<file path="src/rtl/smbr_pkg.sv">
package smbr_pkg;
  localparam int BYTE_W = 8;
  typedef logic [BYTE_W-1:0] byte_t;
  typedef enum logic [2:0] {
    ST_IDLE, ST_ADDR, ST_OFFS, ST_WCNT, ST_WDATA, ST_TX
  } phase_e;
endpackage

</file>
<file path="src/rtl/smbr_edge.sv">
module smbr_edge #(
  parameter int STAGES = 2
) (
  input  logic clk_i,
  input  logic rst_ni,
  input  logic scl_i,
  input  logic sda_i,
  output logic scl_o,
  output logic sda_o,
  output logic scl_rise_o,
  output logic scl_fall_o,
  output logic start_o,
  output logic stop_o
);
  logic [STAGES-1:0] scl_sh, sda_sh;
  logic scl_d, sda_d;

  always_ff @(posedge clk_i or negedge rst_ni) begin
    if (!rst_ni) begin
      scl_sh <= '1;
      sda_sh <= '1;
      scl_d  <= 1'b1;
      sda_d  <= 1'b1;
    end else begin
      scl_sh <= {scl_sh[STAGES-2:0], scl_i};
      sda_sh <= {sda_sh[STAGES-2:0], sda_i};
      scl_d  <= scl_o;
      sda_d  <= sda_o;
    end
  end

  assign scl_o      = scl_sh[STAGES-1];
  assign sda_o      = sda_sh[STAGES-1];
  assign scl_rise_o = scl_o & ~scl_d;
  assign scl_fall_o = ~scl_o & scl_d;
  // SDA edges while SCL stays high
  assign start_o    = scl_o & scl_d & sda_d & ~sda_o;
  assign stop_o     = scl_o & scl_d & ~sda_d & sda_o;
endmodule

</file>
<file path="src/rtl/smbr_regs.sv">
module smbr_regs
  import smbr_pkg::*;
#(
  parameter int    NREGS   = 6,
  parameter byte_t DEV_ID  = 8'h06,
  parameter logic [3:0] REV_ID = 4'h0,
  parameter logic [3:0] VEN_ID = 4'h0,
  parameter byte_t CNT_RST = 8'h06
) (
  input  logic  clk_i,
  input  logic  rst_ni,
  input  logic  wr_en_i,
  input  byte_t wr_addr_i,
  input  byte_t wr_data_i,
  input  byte_t rd_addr_i,
  output byte_t rd_data_o,
  output byte_t rb_cnt_o,
  input  logic  pin_bw_i,
  input  logic  pin_pll_on_i,
  output logic  bw_high_o,
  output logic  pll_on_o
);
  localparam int CTL_IX = 0;
  localparam int CNT_IX = 5;
  localparam logic [NREGS-1:0] RW_MASK = NREGS'(6'b100111);

  function automatic byte_t rst_val(input int ix);
    case (ix)
      CTL_IX:  return 8'h83;
      3:       return {REV_ID, VEN_ID};
      4:       return DEV_ID;
      CNT_IX:  return CNT_RST;
      default: return 8'h00;
    endcase
  endfunction

  logic [NREGS-1:0][BYTE_W-1:0] regs;

  for (genvar gi = 0; gi < NREGS; gi++) begin : g_reg
    if (RW_MASK[gi]) begin : g_rw
      byte_t q;
      always_ff @(posedge clk_i or negedge rst_ni) begin
        if (!rst_ni) q <= rst_val(gi);
        else if (wr_en_i && wr_addr_i == 8'(gi)) q <= wr_data_i;
      end
      assign regs[gi] = q;
    end else begin : g_ro
      assign regs[gi] = rst_val(gi);
    end
  end

  always_comb begin
    rd_data_o = '0;
    for (int i = 0; i < NREGS; i++)
      if (rd_addr_i == 8'(i)) rd_data_o = regs[i];
  end

  assign rb_cnt_o  = regs[CNT_IX];
  assign bw_high_o = regs[CTL_IX][7] ? pin_bw_i     : regs[CTL_IX][1];
  assign pll_on_o  = regs[CTL_IX][7] ? pin_pll_on_i : regs[CTL_IX][0];


  rw_store_chk: assert property (@(posedge clk_i) disable iff (!rst_ni)
    (wr_en_i && wr_addr_i == 8'd1) |=> regs[1] == $past(wr_data_i));
endmodule

</file>
<file path="src/rtl/smbr_ctrl.sv">
module smbr_ctrl
  import smbr_pkg::*;
#(
  parameter logic [6:0] DEV_ADDR = 7'h6A
) (
  input  logic  clk_i,
  input  logic  rst_ni,
  input  logic  scl_s_i,
  input  logic  sda_s_i,
  input  logic  scl_rise_i,
  input  logic  scl_fall_i,
  input  logic  start_i,
  input  logic  stop_i,
  input  byte_t rd_data_i,
  input  byte_t rb_cnt_i,
  output logic  sda_oe_o,
  output logic  wr_en_o,
  output byte_t wr_addr_o,
  output byte_t wr_data_o,
  output byte_t rd_addr_o
);
  localparam logic [3:0] ACK_BIT = 4'd8;
  localparam logic [3:0] END_BIT = 4'd9;

  phase_e     phase_q, nxt_q;
  logic [3:0] bit_q;
  byte_t      rx_q, tx_q, ptr_q, rem_q;
  logic       oe_q, mnack_q;
  logic       ack_begin;

  assign ack_begin = scl_fall_i && bit_q == ACK_BIT && phase_q != ST_IDLE;

  always_ff @(posedge clk_i or negedge rst_ni) begin
    if (!rst_ni) begin
      phase_q <= ST_IDLE;
      nxt_q   <= ST_IDLE;
      bit_q   <= '0;
      rx_q    <= '0;
      tx_q    <= '0;
      ptr_q   <= '0;
      rem_q   <= '0;
      oe_q    <= 1'b0;
      mnack_q <= 1'b1;
    end else if (start_i) begin
      phase_q <= ST_ADDR;
      bit_q   <= '0;
      oe_q    <= 1'b0;
    end else if (stop_i) begin
      phase_q <= ST_IDLE;
      bit_q   <= '0;
      oe_q    <= 1'b0;
    end else if (phase_q != ST_IDLE) begin
      if (scl_rise_i) begin
        if (bit_q < ACK_BIT) begin
          rx_q  <= {rx_q[6:0], sda_s_i};
          bit_q <= bit_q + 4'd1;
        end else if (bit_q == ACK_BIT) begin
          mnack_q <= sda_s_i;
          bit_q   <= END_BIT;
        end
      end else if (scl_fall_i) begin
        if (phase_q == ST_TX) begin
          if (bit_q < ACK_BIT) oe_q <= ~tx_q[~bit_q[2:0]];
          else if (bit_q == ACK_BIT) oe_q <= 1'b0;
          else begin
            bit_q <= '0;
            if (mnack_q) begin
              phase_q <= ST_IDLE;
              oe_q    <= 1'b0;
            end else begin
              tx_q  <= rd_data_i;
              ptr_q <= ptr_q + 8'd1;
              oe_q  <= ~rd_data_i[7];
            end
          end
        end else if (bit_q == ACK_BIT) begin
          oe_q  <= 1'b0;
          nxt_q <= ST_IDLE;
          unique case (phase_q)
            ST_ADDR: if (rx_q[7:1] == DEV_ADDR) begin
              oe_q  <= 1'b1;
              nxt_q <= rx_q[0] ? ST_TX : ST_OFFS;
            end
            ST_OFFS: begin
              oe_q  <= 1'b1;
              ptr_q <= rx_q;
              nxt_q <= ST_WCNT;
            end
            ST_WCNT: if (rx_q != 8'h00) begin
              oe_q  <= 1'b1;
              rem_q <= rx_q;
              nxt_q <= ST_WDATA;
            end
            ST_WDATA: if (rem_q != 8'h00) begin
              oe_q  <= 1'b1;
              ptr_q <= ptr_q + 8'd1;
              rem_q <= rem_q - 8'd1;
              nxt_q <= ST_WDATA;
            end
            default: ;
          endcase
        end else if (bit_q == END_BIT) begin
          bit_q   <= '0;
          phase_q <= nxt_q;
          oe_q    <= 1'b0;
          if (nxt_q == ST_TX) begin
            tx_q <= rb_cnt_i;
            oe_q <= ~rb_cnt_i[7];
          end
        end
      end
    end
  end

  assign sda_oe_o  = oe_q;
  assign wr_en_o   = ack_begin && phase_q == ST_WDATA && rem_q != 8'h00;
  assign wr_addr_o = ptr_q;
  assign wr_data_o = rx_q;
  assign rd_addr_o = ptr_q;


  stop_idle_chk: assert property (@(posedge clk_i) disable iff (!rst_ni)
    stop_i |=> (phase_q == ST_IDLE && !sda_oe_o));

  zero_cnt_chk: assert property (@(posedge clk_i) disable iff (!rst_ni)
    (ack_begin && phase_q == ST_WCNT && rx_q == 8'h00) |=> (!sda_oe_o && nxt_q == ST_IDLE));

  addr_miss_chk: assert property (@(posedge clk_i) disable iff (!rst_ni)
    (ack_begin && phase_q == ST_ADDR && rx_q[7:1] != DEV_ADDR) |=> !sda_oe_o);

  over_cnt_chk: assert property (@(posedge clk_i) disable iff (!rst_ni)
    (ack_begin && phase_q == ST_WDATA && rem_q == 8'h00) |=> !sda_oe_o);

  oe_scl_low_chk: assert property (@(posedge clk_i) disable iff (!rst_ni)
    (!$stable(sda_oe_o) && !$past(start_i || stop_i)) |-> !$past(scl_s_i));
endmodule

</file>
<file path="src/rtl/smb_regfile_target.sv">
module smb_regfile_target
  import smbr_pkg::*;
#(
  parameter logic [6:0] DEV_ADDR = 7'h6A,
  parameter int         STAGES   = 2
) (
  input  logic clk_i,
  input  logic rst_ni,
  input  logic scl_i,
  input  logic sda_i,
  output logic sda_oe_o,
  input  logic pin_bw_i,
  input  logic pin_pll_on_i,
  output logic bw_high_o,
  output logic pll_on_o
);
  logic  scl_s, sda_s, scl_rise, scl_fall, start, stop, wr_en;
  byte_t wr_addr, wr_data, rd_addr, rd_data, rb_cnt;

  smbr_edge #(.STAGES(STAGES)) u_edge (
    .clk_i, .rst_ni, .scl_i, .sda_i,
    .scl_o(scl_s), .sda_o(sda_s), .scl_rise_o(scl_rise), .scl_fall_o(scl_fall),
    .start_o(start), .stop_o(stop)
  );

  smbr_ctrl #(.DEV_ADDR(DEV_ADDR)) u_ctrl (
    .clk_i, .rst_ni, .scl_s_i(scl_s), .sda_s_i(sda_s),
    .scl_rise_i(scl_rise), .scl_fall_i(scl_fall), .start_i(start), .stop_i(stop),
    .rd_data_i(rd_data), .rb_cnt_i(rb_cnt), .sda_oe_o,
    .wr_en_o(wr_en), .wr_addr_o(wr_addr), .wr_data_o(wr_data), .rd_addr_o(rd_addr)
  );

  smbr_regs u_regs (
    .clk_i, .rst_ni, .wr_en_i(wr_en), .wr_addr_i(wr_addr), .wr_data_i(wr_data),
    .rd_addr_i(rd_addr), .rd_data_o(rd_data), .rb_cnt_o(rb_cnt),
    .pin_bw_i, .pin_pll_on_i, .bw_high_o, .pll_on_o
  );
endmodule

</file>
<file path="config.mk">
export PLATFORM = sky130hd
export DESIGN_NAME = smb_regfile_target
export DESIGN_NICKNAME = d
export VERILOG_FILES = /design/src/rtl/smbr_pkg.sv /design/src/rtl/smbr_edge.sv /design/src/rtl/smbr_regs.sv /design/src/rtl/smbr_ctrl.sv /design/src/rtl/smb_regfile_target.sv
export SDC_FILE = /design/constraint.sdc
export NUM_CORES = 1
export LEC_CHECK = 0
export CORE_ASPECT_RATIO = 1.5
export CORE_MARGIN = 2
export CORE_UTILIZATION = 48
export CTS_BUF_LIST = sky130_fd_sc_hd__clkbuf_4 sky130_fd_sc_hd__clkbuf_8
export DETAILED_ROUTE_END_ITERATION = 8
export GPL_TIMING_DRIVEN = 0
export PLACE_DENSITY = 0.68
export SLEW_MARGIN = 25
export SYNTH_ARGS = -nofsm -noshare
export SYNTH_HDL_FRONTEND = slang
export SYNTH_SLANG_ARGS = --single-unit
</file>
<file path="constraint.sdc">
create_clock -name clk_i -period 2.1 [get_ports clk_i]
set_input_delay 0.21 -clock clk_i [delete_from_list [all_inputs] [get_ports clk_i]]
set_output_delay 0.21 -clock clk_i [all_outputs]
set_load 0.05 [all_outputs]
</file>
# Word level (Yosys, flattened, before mapping)
# Cells that the tools add are included.
dict set report classes {
  n_addsub 3
  magnitude_cmp 2
  eq_ne 27
  n_mux 71
  n_bitwise 21
  reduce_logical 32
}
# operator n
set op_table {}
lappend op_table {{8-bit 2-to-1 mux} 21}
lappend op_table {{4-bit 2-to-1 mux} 12}
lappend op_table {{3-bit 2-to-1 mux} 15}
lappend op_table {{8-bit case mux with 2 select lines} 2}
lappend op_table {{10-bit AND reduction} 2}
lappend op_table {{1-bit 2-to-1 mux} 18}
lappend op_table {{8-bit by 2-bit == test with 1-bit output, second input constant} 2}
lappend op_table {{8-bit by 3-bit == test with 1-bit output, second input constant} 2}
lappend op_table {{8-bit nonzero test} 2}
lappend op_table {{7-bit AND reduction} 2}
lappend op_table {{1-bit NOT} 13}
lappend op_table {{3-bit case mux with 4 select lines} 1}
lappend op_table {{6-bit AND reduction} 2}
lappend op_table {{3-bit nonzero test} 4}
lappend op_table {{11-bit AND reduction} 1}
lappend op_table {{5-bit nonzero test} 2}
lappend op_table {{3-bit == test, second input constant} 3}
lappend op_table {{8-bit by 1-bit adder with 8-bit output, second input constant} 1}
lappend op_table {{4-bit == test, second input constant} 2}
lappend op_table {{8-bit by 1-bit == test with 1-bit output, second input constant} 1}
lappend op_table {{1-bit logical AND} 8}
lappend op_table {{8-bit logical NOT} 1}
lappend op_table {{2-bit inequality test, second input constant} 4}
lappend op_table {{4-bit inequality test, second input constant} 2}
lappend op_table {{22 further kinds} 33}
dict set report totals {
  reg_bits 82
  inputBits 6
  output_inout_bits 3
  word_cells 173
}

# Longest topological paths before layout
# Gate-level depths: netlist of the first run.
dict set report depth {
  word_depth 17
  ltp_mapped 9
  depth_no_buf 7
}

# Hierarchy
# Synthesis of the first run repeated with hierarchy kept, for this count alone.
dict set report unflattened {
  cells_unflattened 428
  hier_area_um2 4722.0
}
# module n_inst cells_per_inst area_each_um2 seq_area_each_um2
set modules_own_cells {}
lappend modules_own_cells {smbr_ctrl 1 303 2927.8 1102.3}
lappend modules_own_cells {smbr_regs 1 115 1604.0 807.0}
lappend modules_own_cells {smbr_edge 1 10 190.2 157.7}

# Worst setup path before layout of the first run
# No wires, ideal clock.
dict set report synth_path {
  path_type {reg2reg}
  startpoint {register u_edge.scl_d}
  endpoint {register u_ctrl.tx_q[0]}
  setup_time_ns 0.125
  arrival_ns 1.970
  required_ns 1.975
  setup_slack_ns 0.006
  path_stages_with_launch 8
  n_path_buf 1
  synth_period_minus_slack_ns 2.094
  cell_sequence {dfstp_2 > inv_1 > ha_1 > buf_2 > nor2_1 > nand4b_1 > nor3b_4 > mux2_2}
}
dict set report synth_between {
  elab_chain_len 5
  word_cells_on_any_way 12
  cone_classes {11 x bitwise; 1 x reduce/logical}
}
# element line_no
set synth_lines {}
lappend synth_lines {{from (decl)} smbr_edge.sv:16} ;# logic scl_d, sda_d;
lappend synth_lines {{from (signal assigned)} smbr_edge.sv:27} ;# scl_d <= scl_o;
lappend synth_lines {{1-bit AND} {smbr_edge.sv:37, smbr_edge.sv:38}}
lappend synth_lines {{1-bit AND, on equally long branches (2 in series)} {smbr_edge.sv:38, smbr_edge.sv:37}}
lappend synth_lines {{1-bit NOT (no source line)} n/a}
lappend synth_lines {{10-bit AND reduction (no source line) (*)} n/a}
lappend synth_lines {{to (signal assigned)} smbr_ctrl.sv:71} ;# tx_q <= rd_data_i;
lappend synth_lines {{to (signal assigned)} smbr_ctrl.sv:107} ;# tx_q <= rb_cnt_i;
lappend synth_lines {{to (decl)} smbr_ctrl.sv:27} ;# byte_t rx_q, tx_q, ptr_q, rem_q;
# Mark *: on every way between the ends. The rest lies on a longest branch, timed or not.
# A chain may end at the register's enable or synchronous reset.

# Worst setup path in the final report of the first run
dict set report layout_path {
  startpoint {register u_edge.scl_d}
  endpoint {register u_ctrl.tx_q[2]}
}
# The elaborated chain is that of the path after synthesis.

==> out/metrics.cfg, run 1 <==
[run_status]
outcome=finished clean

[critical_path]
start_kind=flip-flop
rr_worst_depth=7
critPathKind=reg -> reg
crit_path_start=u_edge.scl_d$_DFF_PN1_
crit_arrival_ns=2.32
end_kind=flip-flop
reg2reg_slack_ns=0.04
critPathCapture=u_ctrl.tx_q[2]$_DFFE_PN0P_
required_ns=2.36
r2r-end=u_ctrl.tx_q[2]$_DFFE_PN0P_
crit_fanout=8
r2r_start=u_edge.scl_d$_DFF_PN1_

[clocking]
clk_pin_slew_ns=0.08
clk_latency_ns=0.37
root_buffer=clkbuf_8
cts_num_sinks=82
cts_buffers=9
cts_max_path_buffers=2
cts_tree=done
htreeDepth=3

[synth]
synth_cell_types=64
synthesis.area_mm2=0.00459
synth.avg_cell_area_um2=10.4
ys_warn_count=0
synthSimpleGateAreaFrac_pct=18.0
synth.area.mux_share_pct=15.2
seq_area_frac_synth_pct=45.0
synth_cells=441
synth.area.top_cells=dfrtp_1, mux2_2, dfstp_2
synth-main-ff-cell=dfrtp_1
synth-xor-area-share_pct=0.191
synth-compound-area-share_pct=14.0
synth-adder-area-share_pct=3.27
async_reset_ff_share_pct=100
yosysTopAreaCell=dfrtp_1
syn_nets=459
synth_top_cell_area_share_pct=38.2
synth_top_family_by_area=simple AND/OR/NAND/NOR gates
ys_ff_latch=82
synth_edf_count=0

[timing]
fmax_ghz=0.484
rsz0062_at_grt=true
finalClockSkew_ns=0.0108
finalSetupViolCount=0
post-route-period-util_pct=98.3
worstMarginPinSlew_ns=0.594
period_needed_ns=2.06
hold_violations=0
tns_ns=0
drv_slew=0
slew_headroom_pct=60.4

[layout]
mostFrequentLayoutCells=dfrtp_1, mux2_2, nand2_1
final_cells=580
layout-drive-gt1-share_pct=32.3
final_cell_area_mm2=0.00533
nets=481
diodes=0
area_growth_pct=16.1
fill_cells=800
final_common_cell=dfrtp_1

[floorplanning]
fp.dieW_um=83.8
die_area_mm2=0.0104
start_util_pct=49.6
coreArea_mm2=0.00925
io_pins=9
fp-row-count=43
chipHeight_um=124

[power]
power_density_mw_per_mm2=591
ir_drop_uv=613
p_leak_uw=0.00233

[global_route]
overflow=0
grt_max_degree=43
grt_pass1_vias=3454
grt_pass1_wl_um=17600
grt_util_all_layers_pct=22.1
antenna_found_initial=0

[routing]
wire_per_inst_um=18.9
totalWireLength_um=11000
drtPass1Iterations=5
drt_iter0_markers=213
ant_nets=0
route.detailed.drc=0
vias_per_cell=6.00
vias=3481

[placed_design]
routabilityCongestion=0.886
port_buffers=8
placed_cell_area_mm2=0.00483
place_hpwl_um=7520
place_inst=562

[worst_hold_path]
worstHoldPathType=in -> reg

[job]
maxCapViolCount=0

-- layout make-up --
class                      count  area, um^2  area share, %
clock inverter                 5        77.6           1.46
inverter                      17        63.8           1.20
timing repair buffer          21         204           3.83
clock buffer                  11         145           2.72
tap                          112         140           2.63
buffer                        17         106           2.00
multi-input combinational    315        2520           47.3
sequential                    82        2070           38.8
-- flip-flops by register name (all words and copies together) (netlist names) --
register,flops
u_ctrl.nxt_q,3
u_regs.rb_cnt_o,8
u_ctrl.bit_q,4
u_ctrl.rem_q,8
u_edge.sda_d,1
u_ctrl.sda_oe_o,1
u_ctrl.tx_q,8
u_ctrl.rd_addr_o,8
u_edge.scl_d,1
u_regs.g.g_rw.q,24
u_edge.scl_sh,2
u_ctrl.mnack_q,1
u_ctrl.phase_q,3
u_ctrl.wr_data_o,8
u_edge.sda_sh,2
-- cell usage after synthesis, types with 4 or more instances --
master,count
clkbuf_1,14
ha_1,12
or3_1,4
nand4_1,4
mux2_4,4
and3_1,10
o21ai_0,36
a211oi_1,4
mux2_2,50
buf_2,7
nand2_1,41
a21oi_1,25
nor2b_1,6
o221ai_1,5
nand2b_1,5
nand3_4,4
inv_1,17
a31oi_1,6
nor3_1,10
dfrtp_1,70
nor2_1,24
dfstp_2,12
nand3_1,8
-- kinds of logic after synthesis --
family | count (synthesis)
AO/OA/AOI/OAI | 102
XOR/XNOR | 1
adder cells (fa/ha/maj) | 12
buffers and inverters | 44
flip-flops | 82
multiplexers | 59
AND/OR/NAND/NOR | 141
-- per-layer routing --
| layer | share of wire (%) | track usage [%] |
|---|---|---|
| met1 | 41 | 24.8 |
| met4 | 2.7 | 10.6 |
| met2 | 54 | 40.2 |
| met3 | 2.3 | 4.44 |
| met5 | 0 | 0 |
-- stage by stage --
stage | total power, uW | utilization, % | setup WS [ns] | hold WS (ns)
final | 3150 | 57.6 | 0.0357 | 0.242
after global routing | 3270 | 57.6 | -0.0568 | 0.240
after CTS | 3170 | 56.2 | 0.00525 | 0.226
after detailed placement | 1860 | 52.2 | -0.367 | 0.229
after global placement | 1850 | 52.0 | -2.09 | 0.346
after floorplan | 1770 | - | 0.00554 | -0.0856
-- how the worst min path moves through the flow --
stage,from,to,slack [ns],cells past startpoint
final,sda_i,u_edge.sda_sh[0]$_DFF_PN1_,0.24,1
after global routing,scl_i,u_edge.scl_sh[0]$_DFF_PN1_,0.24,1
after CTS,sda_i,u_edge.sda_sh[0]$_DFF_PN1_,0.23,1
after detailed placement,rst_ni,u_regs.g_reg[1].g_rw.q[1]$_DFFE_PN0P_,0.23,1
after global placement,u_edge.sda_sh[0]$_DFF_PN1_,u_edge.sda_sh[1]$_DFF_PN1_,0.35,0
after floorplan,rst_ni,u_ctrl.bit_q[0]$_DFFE_PN0P_,-0.09,0
-- where the power goes --
part / internal [uW] / switching [uW] / leakage [uW] / total [uW]
logic: 85.8 / 139 / 0.00112 / 225
registers: 1600 / 30.5 / 0.00110 / 1640
clock network: 711 / 579 / 0.000113 / 1290
total: 2400 / 748 / 0.00233 / 3150
-- worst max-delay path: stages (launching register included) --
cell	delay [ns]
dfstp_2	0.57
inv_1	0.07
ha_4	0.20
nor2_4	0.15
nand4b_1	0.21
nor3b_4	0.28
buf_12	0.15
mux2_2	0.33
-- repair_timing --
item | 4_1_cts | 5_1_grt
setup endpoints to repair | 65 | 68
hold buffers | 1 | 0
buffers inserted | 4 | 7
pin swaps | 5 | 7
resized for setup | 30 | 27
endpoints found under the hold margin | 31 | 0
No activity file was read; power rests on OpenSTA's default activity.
==> run 2, diff against run 1 <==
--- a/config.mk
+++ b/config.mk
@@ -6,7 +6,6 @@
 export NUM_CORES = 1
 export LEC_CHECK = 0
 export CORE_ASPECT_RATIO = 1.5
-export CORE_MARGIN = 2
 export CORE_UTILIZATION = 48
 export CTS_BUF_LIST = sky130_fd_sc_hd__clkbuf_4 sky130_fd_sc_hd__clkbuf_8
 export DETAILED_ROUTE_END_ITERATION = 8
==> out/metrics.cfg, run 2 (same netlist as run 1, synthesis figures left out) <==
[timing]
rsz0062_at_grt=true
finalClockSkew_ns=0.00679
worstMarginPinSlew_ns=0.634
hold_violations=0
fmax_ghz=0.477
period_needed_ns=2.10
slew_headroom_pct=57.8
finalSetupViolCount=0
layout_setup_ws_ns=0.00393
hold_ws_ns=0.240
post-route-period-util_pct=99.8
drv_slew=0

[worst_hold_path]
worstHoldPathType=in -> reg

[clocking]
cts_num_sinks=82
cts_tree=done
root_buffer=clkbuf_8
htreeDepth=3
cts_max_path_buffers=2
cts_buffers=9
clk_pin_slew_ns=0.08
clk_latency_ns=0.37

[job]
maxCapViolCount=0

[routing]
ant_nets=0
route.detailed.drc=0
wire_per_inst_um=18.4
drt_iter0_markers=170
vias_per_cell=5.97
vias=3475
totalWireLength_um=10700
drtPass1Iterations=6

[global_route]
overflow=0
antenna_found_initial=0
grt_max_degree=43
grt_pass1_vias=3527
grt_util_all_layers_pct=23.8
grt_pass1_wl_um=17400

[power]
finalPower_uw=2930
ir_drop_uv=333
power.net_switching_uw=736
p_leak_uw=0.00233
intPower_uw=2190
p_seq_share_pct=55.8
power_density_mw_per_mm2=552
clock_power_share_pct=36.3
p_comb_share_pct=7.8
switching_share_pct=25.2

[layout]
diodes=0
area_growth_pct=15.5
fill_cells=810
layout-drive-gt1-share_pct=32.3
final_common_cell=dfrtp_1
nets=483
largest_reg_flops=24
top_register=u_regs.g.g_rw.q
mostFrequentLayoutCells=dfrtp_1, mux2_2, nand2_1

[critical_path]
crit_fanout=8
critPathKind=reg -> reg
start_kind=flip-flop
critPathSlowestCell=dfstp_2
required_ns=2.36
critPathMaxStageDelay_ns=0.56
cp_cell_sequence=inv_2 -> ha_4 -> buf_6 -> nor2_4 -> nand4b_1 -> nor3b_4 -> buf_12 -> mux2_4
crit_arrival_ns=2.35
cp_top_family=simple AND/OR/NAND/NOR gates
end_kind=flip-flop
cp_num_buf_inv=3

[floorplanning]
fp-row-count=43
coreArea_mm2=0.00925
start_util_pct=49.6
io_pins=9
chipHeight_um=122
die_area_mm2=0.00996
fp.dieW_um=81.8

[placed_design]
place_hpwl_um=7340
placement.setup.worst_slack_ns=-0.338
port_buffers=8
routabilityCongestion=0.859

[run_status]
outcome=finished clean

## run 2: changes by cell type in the layout (fill, tap and decap cells not counted), sizes merged
cell      before  now
clkinv         2    3
clkbuf        19   20
bufinv         2    0
clkinvlp       1    0
buf           22   25
## run 2: path summary, 6_finish.rpt
check                                            from                         endpoint  slack [ns]  cells after the start
min in group asynchronous                      rst_ni  u_ctrl.rd_addr_o[3]$_DFFE_PN0P_        0.35                      2
max                            u_edge.scl_d$_DFF_PN1_       u_ctrl.tx_q[5]$_DFFE_PN0P_       0.004                      8
max reg2reg                    u_edge.scl_d$_DFF_PN1_       u_ctrl.tx_q[5]$_DFFE_PN0P_       0.004                      8
min                                             scl_i       u_edge.scl_sh[0]$_DFF_PN1_        0.24                      1
min reg2reg                u_edge.scl_sh[0]$_DFF_PN1_       u_edge.scl_sh[1]$_DFF_PN1_        0.36                      0
max in group asynchronous                      rst_ni       u_edge.scl_sh[0]$_DFF_PN1_        1.08                      3
## run 2: per-stage QoR
step	cell area, um^2	std cells	setup TNS (ns)	utilization, %
6_report	5300	582	0	57.3
5_1_grt	5300	582	-0.390	57.3
4_1_cts	5140	583	0	55.6
3_5_place_dp	4830	562	-8.83	52.2
3_3_place_gp	4810	561	-170.37	52.0
2_1_floorplan	4590	441	0	-
## run 2: cell type report
| cell class | count | area (um^2) | area share [%] |
|---|---|---|---|
| Multi-Input combinational cell | 315 | 2530 | 47.8 |
| Timing Repair Buffer | 21 | 200 | 3.78 |
| Inverter | 17 | 63.8 | 1.20 |
| Clock buffer | 13 | 160 | 3.02 |
| Tap cell | 112 | 140 | 2.64 |
| Sequential cell | 82 | 2070 | 39.1 |
| Clock inverter | 3 | 15.0 | 0.283 |
| Buffer | 19 | 119 | 2.24 |
## run 2: power groups by stage
stage               clock network (uW)  registers, uW  logic, uW
floorplan                            0           1650        112
global route                      1150           1640        251
detailed placement                   0           1660        195
finish                            1060           1630        230
global placement                     0           1660        190
CTS                               1090           1620        230
## run 2: timing repair
action | CTS | global route
resized for setup | 24 | 36
buffers inserted | 5 | 6
pin swaps | 6 | 5
endpoints found under the setup margin | 69 | 62
hold buffers | 1 | 0
hold endpoints to repair | 35 | 0
## run 2: layer usage
metal,track usage [%],vias to the layer above,part of all wire [%]
met5,0,-,0
met4,12.9,0,3.3
met3,4.79,27,3.7
met2,40.4,81,53
met1,27.3,1732,40
li1,-,1635,-
==> run 3, diff against run 2 <==
--- a/config.mk
+++ b/config.mk
@@ -10,7 +10,8 @@
 export CTS_BUF_LIST = sky130_fd_sc_hd__clkbuf_4 sky130_fd_sc_hd__clkbuf_8
 export DETAILED_ROUTE_END_ITERATION = 8
 export GPL_TIMING_DRIVEN = 0
-export PLACE_DENSITY = 0.68
+export MAX_ROUTING_LAYER = met4
+export PLACE_DENSITY_LB_ADDON = 0.3
 export SLEW_MARGIN = 25
 export SYNTH_ARGS = -nofsm -noshare
 export SYNTH_HDL_FRONTEND = slang
==> out/metrics.cfg, run 3 (same netlist as run 1, synthesis figures left out) <==
[run_status]
outcome=finished clean

[layout]
final_common_cell=dfrtp_1
diodes=0
largest_reg_flops=24
utilization_pct=57.4
layout-drive-gt1-share_pct=33.6
nets=480
area_growth_pct=15.7
mostFrequentLayoutCells=dfrtp_1, mux2_2, nand2_1
top_register=u_regs.g.g_rw.q

[global_route]
grt_pass1_vias=3444
antenna_found_initial=0
grt_max_degree=55
grt_util_all_layers_pct=23.9
grt_pass1_wl_um=17300
overflow=0

[critical_path]
crit_arrival_ns=2.30
critPathMaxStageDelay_ns=0.58
critPathSlowestCell=dfstp_2
end_kind=flip-flop
rr_worst_depth=7
r2r_start=u_edge.scl_d$_DFF_PN1_
critPathKind=reg -> reg
cp_top_family=simple AND/OR/NAND/NOR gates
cp_cell_sequence=inv_2 -> ha_4 -> nor2_4 -> nand4b_1 -> nor3b_4 -> buf_12 -> mux2_2
start_kind=flip-flop
r2r-end=u_ctrl.tx_q[6]$_DFFE_PN0P_
crit_path_start=u_edge.scl_d$_DFF_PN1_
crit_fanout=8
cp_num_buf_inv=2
reg2reg_slack_ns=0.04
required_ns=2.34
critPathCapture=u_ctrl.tx_q[6]$_DFFE_PN0P_
cp.depth=7

[timing]
finalClockSkew_ns=0.00951
finalSetupViolCount=0
post-route-period-util_pct=98.1
slew_headroom_pct=62.8
fmax_ghz=0.486
worstMarginPinSlew_ns=0.558
period_needed_ns=2.06
hold_violations=0
tns_ns=0
drv_slew=0

[routing]
drtPass1Iterations=5
wire_per_inst_um=18.8
ant_nets=0
drt_iter0_markers=283
route.detailed.drc=0
vias=3546
totalWireLength_um=10900
vias_per_cell=6.12

[clocking]
cts_max_path_buffers=2
clk_latency_ns=0.36
root_buffer=clkbuf_8
clk_pin_slew_ns=0.08
cts_buffers=9
cts_tree=done
htreeDepth=3
cts_num_sinks=82

[power]
p_leak_uw=0.00230
ir_drop_uv=335
power_density_mw_per_mm2=552

[placed_design]
port_buffers=8
routabilityCongestion=0.924
place_hpwl_um=7360

[job]
maxCapViolCount=0

[floorplanning]
start_util_pct=49.6
fp.dieW_um=81.8
chipHeight_um=122
die_area_mm2=0.00996
coreArea_mm2=0.00925
fp-row-count=43
io_pins=9

[worst_hold_path]
worstHoldPathType=in -> reg

-- run 3: cell count changes in the layout (fill, tap and decap cells not counted), sizes merged --
cell / before / now
buf: 25 / 20
clkbuf: 20 / 22
-- run 3: final cells by class --
class	count	area [um^2]
repair buffers	21	205
clock inverters	3	18.8
plain buffers	16	101
inverters	17	63.8
clock buffers	13	154
well taps	112	140
fillers	778	3950
flip-flops and latches	82	2070
multi-input cells	315	2550
-- run 3: metal layers --
layer | GRT usage [%] | vias up | wire [um]
met5 | - | - | 0
met4 | 10.2 | 0 | 327
met3 | 3.15 | 27 | 310
met2 | 40.1 | 93 | 5680
met1 | 28.3 | 1791 | 4560
li1 | - | 1635 | -
-- run 3: what timing repair did --
item	4_1_cts	5_1_grt
pin swaps	3	8
endpoints found under the setup margin	64	57
endpoints found under the hold margin	25	0
gates resized for setup	21	43
hold buffers	1	0
setup buffers	3	8
-- run 3: worst min-delay path by stage --
stage / startpoint / end / slack [ns] / cells after the start
floorplan: rst_ni / u_ctrl.bit_q[0]$_DFFE_PN0P_ / -0.09 / 0
global placement: u_edge.sda_sh[0]$_DFF_PN1_ / u_edge.sda_sh[1]$_DFF_PN1_ / 0.35 / 0
detailed placement: rst_ni / u_ctrl.rd_addr_o[4]$_DFFE_PN0P_ / 0.17 / 1
CTS: sda_i / u_edge.sda_sh[0]$_DFF_PN1_ / 0.25 / 1
global route: scl_i / u_edge.scl_sh[0]$_DFF_PN1_ / 0.26 / 1
finish: sda_i / u_edge.sda_sh[0]$_DFF_PN1_ / 0.26 / 1
-- run 3: metrics by stage --
| step | cell area (um^2) | hold slack (ns) | setup WS [ns] | instances | power, uW |
|---|---|---|---|---|---|
| finish | 5310 | 0.264 | 0.0403 | 579 | 2930 |
| global route | 5310 | 0.265 | -0.00172 | 579 | 3020 |
| CTS | 5100 | 0.254 | -0.00269 | 578 | 2900 |
| detailed placement | 4830 | 0.167 | -0.314 | 562 | 1860 |
| global placement | 4810 | 0.346 | -2.08 | 561 | 1850 |
| floorplan | 4590 | -0.0856 | 0.00554 | 441 | 1770 |
-- run 3: where the power goes --
group	total [uW]	switching [uW]	leakage [uW]	internal, uW
logic	239	145	0.00111	94.1
clock network	1050	571	0.0000951	482
registers	1640	31.8	0.00109	1600
